<file path="config.mk">
export PLATFORM = sky130hd
export DESIGN_NAME = cfgio_window
export DESIGN_NICKNAME = d
export VERILOG_FILES = /design/src/rtl/cfgio_window_pkg.sv /design/src/rtl/cfgio_lane_gen.sv /design/src/rtl/cfgio_decode.sv /design/src/rtl/cfgio_target_reg.sv /design/src/rtl/cfgio_seq.sv /design/src/rtl/cfgio_window.sv
export SDC_FILE = /design/constraint.sdc
export NUM_CORES = 1
export LEC_CHECK = 0
export ABC_AREA = 1
export BUFFER_PORTS_ARGS = -buffer_cell sky130_fd_sc_hd__buf_4
export CAP_MARGIN = 20
export CELL_PAD_IN_SITES_DETAIL_PLACEMENT = 0
export CELL_PAD_IN_SITES_GLOBAL_PLACEMENT = 1
export CORE_UTILIZATION = 38
export CTS_CLUSTER_SIZE = 25
export DETAILED_ROUTE_END_ITERATION = 7
export HOLD_SLACK_MARGIN = 0.05
export PLACE_DENSITY_LB_ADDON = 0.05
export SLEW_MARGIN = 25
export SYNTH_ARGS = -nofsm -noshare
export SYNTH_HDL_FRONTEND = slang
export SYNTH_SLANG_ARGS = --single-unit
</file>
<file path="constraint.sdc">
create_clock -name clk -period 1.5 [get_ports clk]
set_input_delay 0.075 -clock clk [delete_from_list [all_inputs] [get_ports clk]]
set_output_delay 0.075 -clock clk [all_outputs]
set_load 0.005 [all_outputs]
</file>
<file path="src/rtl/cfgio_window_pkg.sv">
package cfgio_window_pkg;

    typedef enum logic {
        KIND_CFG = 1'b0,
        KIND_IO  = 1'b1
    } cyc_kind_e;

    typedef enum logic [1:0] {
        SZ_BYTE = 2'd0,
        SZ_HALF = 2'd1,
        SZ_WORD = 2'd2,
        SZ_RSVD = 2'd3
    } xfer_size_e;

    typedef enum logic [1:0] {
        TGT_NONE = 2'd0,
        TGT_ADDR = 2'd1,
        TGT_CFG  = 2'd2,
        TGT_IO   = 2'd3
    } win_tgt_e;

    typedef enum logic [1:0] {
        ST_IDLE = 2'd0,
        ST_DOWN = 2'd1,
        ST_DONE = 2'd2
    } fsm_state_e;

endpackage

</file>
<file path="src/rtl/cfgio_lane_gen.sv">
// Turns the host sub-word offset and transfer size into lane enables
// and the matching bit mask.
module cfgio_lane_gen
    import cfgio_window_pkg::*;
#(
    parameter int DW = 32,
    localparam int LANES = DW / 8,
    localparam int OFS_W = $clog2(LANES)
) (
    input  logic [OFS_W-1:0] offset,
    input  logic [1:0]       size,
    output logic [LANES-1:0] lane_en,
    output logic [DW-1:0]    bit_mask
);

    localparam logic [LANES-1:0] ONE_LANE  = LANES'(1);
    localparam logic [LANES-1:0] TWO_LANES = LANES'(3);

    logic [OFS_W-1:0] half_base;

    always_comb begin
        half_base    = offset;
        half_base[0] = 1'b0;
        case (xfer_size_e'(size))
            SZ_BYTE: lane_en = ONE_LANE << offset;
            SZ_HALF: lane_en = TWO_LANES << half_base;
            default: lane_en = '1;
        endcase
    end

    for (genvar g = 0; g < LANES; g++) begin : g_lane
        assign bit_mask[g*8 +: 8] = {8{lane_en[g]}};
    end

endmodule

</file>
<file path="src/rtl/cfgio_decode.sv">
// Classifies the dword index of a host access.
module cfgio_decode
    import cfgio_window_pkg::*;
#(
    parameter int AW = 12,
    parameter int OFS_W = 2,
    parameter logic [AW-1:0] ADDR_OFS = AW'(12'h064),
    parameter logic [AW-1:0] CFG_OFS  = AW'(12'h068),
    parameter logic [AW-1:0] IO_OFS   = AW'(12'h06C),
    localparam int IW = AW - OFS_W
) (
    input  logic [IW-1:0] word_idx,
    output win_tgt_e      tgt
);

    localparam logic [IW-1:0] ADDR_IDX = ADDR_OFS[AW-1:OFS_W];
    localparam logic [IW-1:0] CFG_IDX  = CFG_OFS[AW-1:OFS_W];
    localparam logic [IW-1:0] IO_IDX   = IO_OFS[AW-1:OFS_W];

    always_comb begin
        if (word_idx == ADDR_IDX)     tgt = TGT_ADDR;
        else if (word_idx == CFG_IDX) tgt = TGT_CFG;
        else if (word_idx == IO_IDX)  tgt = TGT_IO;
        else                          tgt = TGT_NONE;
    end

endmodule

</file>
<file path="src/rtl/cfgio_target_reg.sv">
// Target address latch.
module cfgio_target_reg #(
    parameter int DW = 32
) (
    input  logic          clk,
    input  logic          rst_n,
    input  logic          load,
    input  logic [DW-1:0] load_val,
    output logic [DW-1:0] value
);

    always_ff @(posedge clk or negedge rst_n) begin
        if (!rst_n)    value <= '0;
        else if (load) value <= load_val;
    end

endmodule

</file>
<file path="src/rtl/cfgio_seq.sv">
// Sequencer: accepts one host access, runs at most one downstream cycle,
// then acknowledges the host.
module cfgio_seq
    import cfgio_window_pkg::*;
#(
    parameter int DW = 32,
    localparam int LANES = DW / 8
) (
    input  logic             clk,
    input  logic             rst_n,
    input  logic             host_req,
    input  logic             host_we,
    input  win_tgt_e         tgt,
    input  logic [LANES-1:0] lane_en,
    input  logic [DW-1:0]    bit_mask,
    input  logic [DW-1:0]    host_wdata,
    input  logic [DW-1:0]    latch_val,
    input  logic             dn_ack,
    input  logic [DW-1:0]    dn_rdata,
    output logic             host_ack,
    output logic [DW-1:0]    host_rdata,
    output logic             latch_load,
    output logic             dn_req,
    output logic             dn_kind,
    output logic             dn_we,
    output logic [DW-1:0]    dn_addr,
    output logic [LANES-1:0] dn_be,
    output logic [DW-1:0]    dn_wdata
);

    fsm_state_e       state_q, state_d;
    cyc_kind_e        kind_q;
    logic             we_q;
    logic [DW-1:0]    addr_q;
    logic [LANES-1:0] be_q;
    logic [DW-1:0]    mask_q;
    logic [DW-1:0]    wdata_q;
    logic [DW-1:0]    rdata_q;
    logic             accept;
    logic             to_window;

    assign accept    = (state_q == ST_IDLE) && host_req;
    assign to_window = (tgt == TGT_CFG) || (tgt == TGT_IO);

    // state register
    always_ff @(posedge clk or negedge rst_n) begin
        if (!rst_n) state_q <= ST_IDLE;
        else        state_q <= state_d;
    end

    // next state
    always_comb begin
        state_d = state_q;
        unique case (state_q)
            ST_IDLE: begin
                if (host_req) state_d = to_window ? ST_DOWN : ST_DONE;
            end
            ST_DOWN: begin
                if (dn_ack) state_d = ST_DONE;
            end
            ST_DONE: state_d = ST_IDLE;
            default: state_d = ST_IDLE;
        endcase
    end

    // outputs
    always_comb begin
        host_ack   = (state_q == ST_DONE);
        dn_req     = (state_q == ST_DOWN);
        host_rdata = host_ack ? rdata_q : '0;
        latch_load = accept && host_we && (tgt == TGT_ADDR);
        dn_kind    = kind_q;
        dn_we      = we_q;
        dn_addr    = addr_q;
        dn_be      = be_q;
        dn_wdata   = wdata_q;
    end

    // captured command and returned data
    always_ff @(posedge clk or negedge rst_n) begin
        if (!rst_n) begin
            kind_q  <= KIND_CFG;
            we_q    <= 1'b0;
            addr_q  <= '0;
            be_q    <= '0;
            mask_q  <= '0;
            wdata_q <= '0;
            rdata_q <= '0;
        end else if (accept) begin
            kind_q  <= (tgt == TGT_IO) ? KIND_IO : KIND_CFG;
            we_q    <= host_we;
            be_q    <= lane_en;
            mask_q  <= bit_mask;
            wdata_q <= host_wdata & bit_mask;
            addr_q  <= (tgt == TGT_IO) ? latch_val : {latch_val[DW-1:2], 2'b00};
            rdata_q <= (tgt == TGT_ADDR && !host_we) ? latch_val : '0;
        end else if (state_q == ST_DOWN && dn_ack) begin
            rdata_q <= we_q ? '0 : (dn_rdata & mask_q);
        end
    end

endmodule

</file>
<file path="src/rtl/cfgio_window.sv">
// Indirect configuration / port access window, top level.
module cfgio_window
    import cfgio_window_pkg::*;
#(
    parameter int AW = 12,
    parameter int DW = 32,
    parameter logic [AW-1:0] ADDR_OFS = AW'(12'h064),
    parameter logic [AW-1:0] CFG_OFS  = AW'(12'h068),
    parameter logic [AW-1:0] IO_OFS   = AW'(12'h06C)
) (
    input  logic            clk,
    input  logic            rst_n,
    input  logic            host_req,
    input  logic            host_we,
    input  logic [AW-1:0]   host_addr,
    input  logic [1:0]      host_size,
    input  logic [DW-1:0]   host_wdata,
    output logic            host_ack,
    output logic [DW-1:0]   host_rdata,
    output logic            dn_req,
    output logic            dn_kind,
    output logic            dn_we,
    output logic [DW-1:0]   dn_addr,
    output logic [DW/8-1:0] dn_be,
    output logic [DW-1:0]   dn_wdata,
    input  logic            dn_ack,
    input  logic [DW-1:0]   dn_rdata
);

    localparam int LANES = DW / 8;
    localparam int OFS_W = $clog2(LANES);

    win_tgt_e         tgt;
    logic [LANES-1:0] lane_en;
    logic [DW-1:0]    bit_mask;
    logic [DW-1:0]    latch_val;
    logic             latch_load;

    cfgio_decode #(
        .AW(AW), .OFS_W(OFS_W),
        .ADDR_OFS(ADDR_OFS), .CFG_OFS(CFG_OFS), .IO_OFS(IO_OFS)
    ) u_decode (
        .word_idx (host_addr[AW-1:OFS_W]),
        .tgt      (tgt)
    );

    cfgio_lane_gen #(.DW(DW)) u_lanes (
        .offset   (host_addr[OFS_W-1:0]),
        .size     (host_size),
        .lane_en  (lane_en),
        .bit_mask (bit_mask)
    );

    cfgio_target_reg #(.DW(DW)) u_latch (
        .clk      (clk),
        .rst_n    (rst_n),
        .load     (latch_load),
        .load_val (host_wdata),
        .value    (latch_val)
    );

    cfgio_seq #(.DW(DW)) u_seq (
        .clk        (clk),
        .rst_n      (rst_n),
        .host_req   (host_req),
        .host_we    (host_we),
        .tgt        (tgt),
        .lane_en    (lane_en),
        .bit_mask   (bit_mask),
        .host_wdata (host_wdata),
        .latch_val  (latch_val),
        .dn_ack     (dn_ack),
        .dn_rdata   (dn_rdata),
        .host_ack   (host_ack),
        .host_rdata (host_rdata),
        .latch_load (latch_load),
        .dn_req     (dn_req),
        .dn_kind    (dn_kind),
        .dn_we      (dn_we),
        .dn_addr    (dn_addr),
        .dn_be      (dn_be),
        .dn_wdata   (dn_wdata)
    );

endmodule

</file>
==> results of run 1 <==
-- logic make-up (layout without fill, tap and decap cells) --
| family | after synthesis | count (layout) | synth area share |
|---|---|---|---|
| and+or+nand+nor | 333 | 333 | 0.2212 |
| AOI/OAI and AO/OA | 167 | 167 | 0.1480 |
| buffers and inverters | 159 | 396 | 0.1053 |
| DFF | 136 | 136 | 0.5255 |
-- worst reg2reg max path: cells and delay by family (launching register included) --
kind	cells	cell delay, ns
simple gates	4	0.52
compound gates	1	0.17
buf+inv	2	0.35
flops	1	0.39
-- final timing paths --
kind | to
max | host_rdata[3]
min | u_seq.rdata_q[4]
max reg2reg | u_seq.rdata_q[11]
min reg2reg | u_latch.value[3]
max in group asynchronous | u_latch.value[30]
min in group asynchronous | u_seq.rdata_q[12]
-- per-layer routing --
layer,vias to the layer above,global-route usage,wire (um)
met4,0,0.05939,159
met5,-,0,0
li1,2954,-,-
met1,2802,0.3252,9297
met2,216,0.3211,8686
met3,13,0.04828,1135
-- power breakdown --
group / leakage [nW] / internal [mW] / switching, mW
Clock: 0.313 / 3.00 / 1.62
Sequential: 1.79 / 3.93 / 0.219
Combinational: 2.60 / 0.821 / 0.834
Total: 4.71 / 7.76 / 2.67
-- layout by cell type (no fill, tap or decap), types with 6 or more instances in the layout --
master	count
buf_4	197
nand2_1	141
dfrtp_1	135
inv_1	105
nor2_1	97
o21ai_0	66
nor2_2	37
dlygate4sd3_1	37
o21ai_2	36
nand4_1	33
o21ai_1	32
a21oi_1	26
clkbuf_16	20
buf_12	10
nor2_4	6
nand2_4	6
a21oi_2	6
-- final cells by class --
cell class                 instances  area, um^2
timing repair buffer             253        2228
clock inverter                    14       217.7
inverter                         111       426.7
tap                              220       275.3
fill                            1581        7015
multi-input combinational        500        2576
sequential                       136        3405
clock buffer                      18       439.2
-- registers in the layout, indices dropped and copies added (netlist names), 2 cells and up --
signal,flops
u_seq.rdata_q,32
u_seq.state_q,2
u_seq.mask_q,3
u_seq.dn_addr,32
u_latch.value,32
u_seq.dn_wdata,32
-- cell usage after synthesis, types with 7 or more instances --
cell type  count
nand2_1      146
dfrtp_1      136
nor2_1       135
inv_1        107
o21ai_0       85
nand4_1       33
a21oi_1       32
o21ai_2       32
clkbuf_1      24
o21ai_1       17
buf_2         13
buf_6          7
-- repair_timing --
item / 4_1_cts / 5_1_grt
gates resized for setup: 24 / 75
setup buffers: 4 / 3
endpoints found under the setup margin: 38 / 127
pin swaps: 1 / 5
cloned: 1 / 3
endpoints found under the hold margin: 184 / 0
hold buffers: 37 / 0
==> metrics.yaml, run 1 <==
routing:
  routed_wl_mm: 19.28
  num_vias: 5985
  drc: 0
  drtPass1Iterations: 6
  via_per_inst: 4.780
  drtAntennaViolNets: 0
  wl_per_cell_um: 15.40
  drt-initial-drc-count: 422
critical_path:
  worst-setup-path-type: "reg -> out"
  slowest_delay_ns: 0.44
  r2r-start: "u_seq.state_q[1]"
  critPathCaptureType: "output pin"
  critPathArrivalTime_ns: 1.42
  path_cells: "nor2_4 > inv_4 > buf_12 > nor2_1 > buf_4"
  startpoint: "u_seq.state_q[0]"
  start_kind: "flop"
  rr_worst_depth: 7
  reg2reg_slack_ns: 0.02
  critical_path_required_ns: 1.42
  crit_family: "flip-flops"
  critPathMaxFanout: 16
  critPathBufInv: 3
  crit_cells: 5
  crit_slowest_cell: "dfrtp_2"
cts:
  path_clk_slew_ns: 0.06
  tritoncts: "done"
  cts_root_buffer: "clkbuf_16"
  clk_latency_ns: 0.42
  clockBufferDepth: 2
  h-tree-depth: 4
  cts.sink_count: 136
  cts_inserted_buffers: 17
yosys:
  synth_top_area_frac: 0.5255
  synthesis.area_mm2: 0.006476
  ys_ff_latch: 136
  synth-main-ff-cell: "dfrtp_1"
  ys_async_sr_fraction: 1.000
  ys_seq_area_frac: 0.5255
  synthCells: 795
  avgSynthCellArea_um2: 8.146
  synth_edf_count: 0
  synth.distinct_cells: 25
  synth_area_leader_cell: "dfrtp_1"
  syn_nets: 878
  ys_warn_count: 0
  synthTopCellsByArea: "dfrtp_1 53%, nand2_1 8.5%, nor2_1 7.8%, o21ai_0 6.6%, inv_1 6.2%"
placed_design:
  gp_congestion: 0.8178
  place_area_mm2: 0.008143
  hpwl_mm: 13.40
  io_buffers: 186
  dp_cells: 1172
  place_ws_ns: -0.04506
timing:
  period_share: 0.9985
  maxSlewViolCount: 0
  tightest_slew_ns: 0.4892
  rsz0062_at_grt: "yes"
  holdWs_ns: 0.07718
  setup_viol: 0
  skew_ns: 0.006892
  fin_crit_ns: 1.498
  fin_ws_ns: 0.002294
  fmax_mhz: 667.7
  maxSlewHeadroom: 0.6738
  finalHoldViolations: 0
  final.setup.tns_ns: 0
global_routing:
  gr-total-overflow: 0
  antenna_found_initial: 0
  grtUsageTotal: 0.2193
  grt_pass1_wl_mm: 29.92
  grt_max_degree: 52
  grt_pass1_vias: 5656
run:
  cap_violations: 0
cells_and_area:
  final_cells: 1252
  diodes: 0
  fin_area_mm2: 0.009568
  drive_gt1_frac: 0.3421
  area_growth_pct: 47.74
  fin_util: 0.5770
  final_net_count: 1102
floorplan:
  start_util: 0.3905
  die_width_um: 132.5
  die_h_um: 132.5
  ioPinCount: 187
  num_rows: 47
  core_mm2: 0.01658
  dieArea_mm2: 0.01757
power_and_ir_drop:
  p_total_mw: 10.43
  peakVddDrop_mv: 0.7670
  power_density_mw_per_mm2: 1090
  p_leak_nw: 4.708
hold_path:
  min_from: "dn_rdata[4]"
  hp-class: "in -> reg"
  min_path_cells: 5
outcome:
  status: "finished, final reports clean"
Power figures use the tool's default switching activity.
==> run 2: changes to the inputs <==
CORE_ASPECT_RATIO = 2   (was unset)
==> run 2 against run 1 <==
The flow now finishes with violations (setup timing). Sequential power hardly changed. Non-clock buffer count is 3 higher. Global-route usage is 0.40 points higher. Sequential share of layout area is 0.30 points higher. Worst setup slack worse by 0.018 ns. Cell area is 0.82% lower. Via count is 0.45% lower. Clock skew is 0.0055 ns higher. Count of clock-buffer cells in the layout is 2 higher. Wire length is 1.4% higher. Largest power group unchanged.
==> metrics.yaml, run 2 (synthesis results as in run 1) <==
timing:
  fin_crit_ns: 1.516
  tightest_slew_ns: 0.4895
  rsz0062_at_grt: "yes"
  skew_ns: 0.01243
  holdWs_ns: 0.08882
  maxSlewHeadroom: 0.6737
  fmax_mhz: 659.7
  fin_ws_ns: -0.01593
  maxSlewViolCount: 0
  setup_viol: 3
  period_share: 1.011
  finalHoldViolations: 0
critical_path:
  critPathArrivalTime_ns: 1.44
  r2r-start: "u_seq.state_q[1]"
  critPathCaptureType: "output pin"
  worst-setup-path-type: "reg -> out"
  path_cells: "nor2_4 > inv_4 > clkbuf_16 > nor2_1 > buf_4"
  crit_slowest_cell: "dfrtp_2"
  start_kind: "flop"
  slowest_delay_ns: 0.44
  startpoint: "u_seq.state_q[0]"
  critPathMaxFanout: 8
  critical_path_required_ns: 1.42
routing:
  drtPass1Iterations: 5
  wl_per_cell_um: 15.74
  drt-initial-drc-count: 278
  drtAntennaViolNets: 0
  drc: 0
  num_vias: 5958
  routed_wl_mm: 19.55
  via_per_inst: 4.797
cells_and_area:
  final_common_cell: "buf_4"
  drive_gt1_frac: 0.3295
  layout_common_cells: "200 x buf_4, 144 x nand2_1, 135 x dfrtp_1, 106 x nor2_1, 105 x inv_1"
  area_growth_pct: 46.52
  final_net_count: 1105
  diodes: 0
  nFillCells: 1622
  final_cells: 1242
cts:
  cts_root_buffer: "clkbuf_16"
  cts.sink_count: 136
  clk_latency_ns: 0.41
  path_clk_slew_ns: 0.06
  h-tree-depth: 4
  clockBufferDepth: 2
  cts_inserted_buffers: 17
  tritoncts: "done"
global_routing:
  antenna_found_initial: 0
  gr-total-overflow: 0
  grt_pass1_wl_mm: 30.52
  grtUsageTotal: 0.2234
  grt_pass1_vias: 5979
  grt_max_degree: 59
power_and_ir_drop:
  p_leak_nw: 4.709
  power_density_mw_per_mm2: 1068
  peakVddDrop_mv: 0.8460
floorplan:
  dieArea_mm2: 0.01760
  num_rows: 67
  die_h_um: 186.6
  start_util: 0.3882
  core_mm2: 0.01668
  ioPinCount: 187
  die_width_um: 94.31
hold_path:
  min_from: "dn_rdata[31]"
  hp-class: "in -> reg"
outcome:
  violations: "setup timing"
  status: "finished with violations"
placed_design:
  hpwl_mm: 13.51
  place_ws_ns: -0.005844
  io_buffers: 186
  gp_congestion: 0.8407
  dp_cells: 1163
run:
  cap_violations: 0
==> run 2: routing by layer <==
layer  vias up  track usage  wire [um]
li1       2955            -          -
met1      2825       0.2892       8175
met2       165       0.3768      10320
met3        13      0.03871        836
met4         0      0.06391        216
met5         -            0          0
==> run 2: repair_timing <==
action,in CTS,in global routing
hold endpoints to repair,204,0
cloned,0,5
pin swaps,1,0
buffers inserted,3,2
hold buffers,37,0
gates resized for setup,8,77
endpoints found under the setup margin,33,116
==> run 2: where the power goes <==
group | total [mW] | switching [mW] | internal, mW
clock | 4.35 | 1.62 | 2.73
sequential | 4.14 | 0.211 | 3.93
combinational | 1.65 | 0.839 | 0.807
==> run 2: metrics by stage <==
stage / power [mW] / util / setup TNS (ns) / area [um^2]
floorplan: 4.786 / - / 0 / 6476
global placement: 5.588 / 0.4889 / -0.001422 / 8157
detailed placement: 5.609 / 0.4889 / -0.005844 / 8157
CTS: 10.10 / 0.5507 / -0.8378 / 9186
global route: 10.60 / 0.5688 / -4.151 / 9489
finish: 10.14 / 0.5688 / -0.01888 / 9489
==> run 2: final cells by class <==
class                      instances  area [um^2]  share of cell area
clock buffer                      20        456.7             0.04813
clock inverter                    12        165.2             0.01741
inverter                         111        421.7             0.04444
multi-input combinational        500         2552              0.2690
sequential                       136         3405              0.3588
tap                              207        259.0             0.02729
timing repair buffer             256         2230              0.2350
==> run 2: worst max-delay path: cells and delay by family, from the launching register on <==
| kind | cells | cell delay, ns |
|---|---|---|
| buffers and inverters | 3 | 0.36 |
| and+or+nand+nor | 2 | 0.24 |
| DFF | 1 | 0.44 |
==> run 2: path summary, 6_finish.rpt <==
kind	to	slack, ns	depth (start not counted)
max in group asynchronous	u_seq.dn_addr[23]	0.73	3
max reg2reg	u_latch.value[20]	0.01	8
max	host_rdata[26]	-0.02	5
min reg2reg	u_latch.value[15]	0.48	2
min in group asynchronous	u_seq.rdata_q[10]	0.17	2
min	u_seq.rdata_q[31]	0.09	5
==> run 3: changes to the inputs <==
CORE_UTILIZATION = 34   (was 38)
SKIP_LAST_GASP = 1   (was unset)
clock period = 1.3 ns   (was 1.5 ns; I/O delays follow)
==> run 3 against run 2 <==
Via count grew 3.5%. Sequential cell count is the same. The run still ends with setup timing left. Core utilization shrank 1.4 points. First-iteration DRC count shrank 33%. Die area grew 12%. Global-route usage shrank 0.42 points. Critical path depth grew 4. Hold slack lost 0.029 ns. Largest cell class unchanged. Clock power grew 17%. Final cell count grew 7.2%. Power grew 20%. Count of clock-buffer cells in the layout is the same. Critical path type is now reg -> reg.
==> metrics.yaml, run 3 (synthesis results as in run 1) <==
outcome:
  status: "finished with violations"
  violations: "setup timing"
critical_path:
  critPathArrivalTime_ns: 1.96
  worst-setup-path-type: "reg -> reg"
  crit_slowest_cell: "dfrtp_1"
  critical_path_required_ns: 1.63
  slowest_delay_ns: 0.39
  critPathCaptureType: "flop"
  path_cells: "buf_4 > nor2_4 > nand2_8 > buf_6 > nand2_8 > buf_12 > buf_12 > nor2_1 > a21oi_1"
  start_kind: "flop"
  critPathMaxFanout: 8
global_routing:
  grtUsageTotal: 0.2192
  grt_max_degree: 39
  grt_pass1_vias: 6183
  grt_pass1_wl_mm: 32.69
  antenna_found_initial: 0
  gr-total-overflow: 0
cts:
  clk_latency_ns: 0.42
  path_clk_slew_ns: 0.06
  cts.sink_count: 136
  h-tree-depth: 4
  clockBufferDepth: 2
  tritoncts: "done"
  cts_root_buffer: "clkbuf_16"
  cts_inserted_buffers: 17
cells_and_area:
  layout_common_cells: "212 x buf_4, 141 x nand2_1, 132 x dfrtp_1, 105 x inv_1, 105 x nor2_1"
  drive_gt1_frac: 0.3742
  nFillCells: 1721
  final_cells: 1332
  final_common_cell: "buf_4"
  diodes: 0
  final_net_count: 1147
  seqCellArea_mm2: 0.003408
  area_growth_pct: 60.53
  fin_area_mm2: 0.01040
  multi_input_area_mm2: 0.002714
timing:
  fin_crit_ns: 1.621
  maxSlewHeadroom: 0.6090
  finalHoldViolations: 0
  tightest_slew_ns: 0.5803
  skew_ns: 0.005765
  rsz0062_at_grt: "yes"
  fmax_mhz: 616.9
  fin_ws_ns: -0.3211
  final.setup.tns_ns: -38.91
  setup_viol: 168
  holdWs_ns: 0.05955
  period_share: 1.247
  maxSlewViolCount: 0
placed_design:
  hpwl_mm: 14.61
  io_buffers: 186
  place_ws_ns: -0.1321
  gp_congestion: 0.8242
  dp_cells: 1230
  place_area_mm2: 0.008422
routing:
  drtAntennaViolNets: 0
  routed_wl_mm: 21.61
  drtPass1Iterations: 4
  drt-initial-drc-count: 187
  via_per_inst: 4.628
  num_vias: 6164
  wl_per_cell_um: 16.22
  drc: 0
floorplan:
  num_rows: 71
  start_util: 0.3455
  core_mm2: 0.01874
  dieArea_mm2: 0.01964
  die_h_um: 197.2
  die_width_um: 99.59
  ioPinCount: 187
power_and_ir_drop:
  power_density_mw_per_mm2: 1174
  peakVddDrop_mv: 1.052
  p_leak_nw: 5.067
run:
  cap_violations: 0
hold_path:
  hp-class: "in -> reg"
==> run 3: what timing repair did <==
action	CTS	global route
cloned	7	10
endpoints found under the setup margin	157	170
setup buffers	11	9
pin swaps	6	34
hold buffers	35	0
resized for setup	68	92
endpoints found under the hold margin	201	0
==> run 3: final cells by class <==
class | count | area share
Clock buffer | 20 | 0.04297
Clock inverter | 12 | 0.01685
Inverter | 111 | 0.04152
Multi-Input combinational cell | 501 | 0.2610
Sequential cell | 136 | 0.3278
Tap cell | 255 | 0.03069
Timing Repair Buffer | 297 | 0.2791
==> run 3: power by group <==
| group | switching [mW] | internal, mW |
|---|---|---|
| logic | 1.11 | 1.20 |
| registers | 0.235 | 4.54 |
| clock network | 1.86 | 3.25 |
==> run 3: final timing paths <==
check	from	endpoint	slack, ns	cells past startpoint
max	u_seq.state_q[0]	u_seq.rdata_q[22]	-0.32	9
max reg2reg	u_seq.state_q[0]	u_seq.rdata_q[22]	-0.32	9
min reg2reg	u_latch.value[2]	u_latch.value[2]	0.48	2
min in group asynchronous	rst_n	u_seq.rdata_q[9]	0.11	2
max in group asynchronous	rst_n	u_seq.rdata_q[19]	0.60	3
min	dn_rdata[6]	u_seq.rdata_q[6]	0.06	5
==> run 3: worst max-delay path: cells and delay by family, from the launching register on <==
| kind | cells | cell delay, ns |
|---|---|---|
| simple gates | 4 | 0.47 |
| compound gates | 1 | 0.14 |
| buf+inv | 4 | 0.52 |
| flops | 1 | 0.39 |
==> run 3: stage by stage <==
stage	power (mW)	util
finish	12.20	0.5546
global route	12.69	0.5546
CTS	12.10	0.5273
detailed placement	6.580	0.4493
global placement	6.547	0.4493
floorplan	5.522	-
==> run 3: layer usage <==
metal | part of all wire | routed length [um] | GRT usage | vias up
met4 | 0.016 | 346 | 0.06645 | 0
met1 | 0.41 | 8848 | 0.2631 | 2935
met3 | 0.039 | 845 | 0.03715 | 22
met2 | 0.54 | 11570 | 0.3956 | 171
li1 | - | - | - | 3036
met5 | 0 | 0 | 0 | -
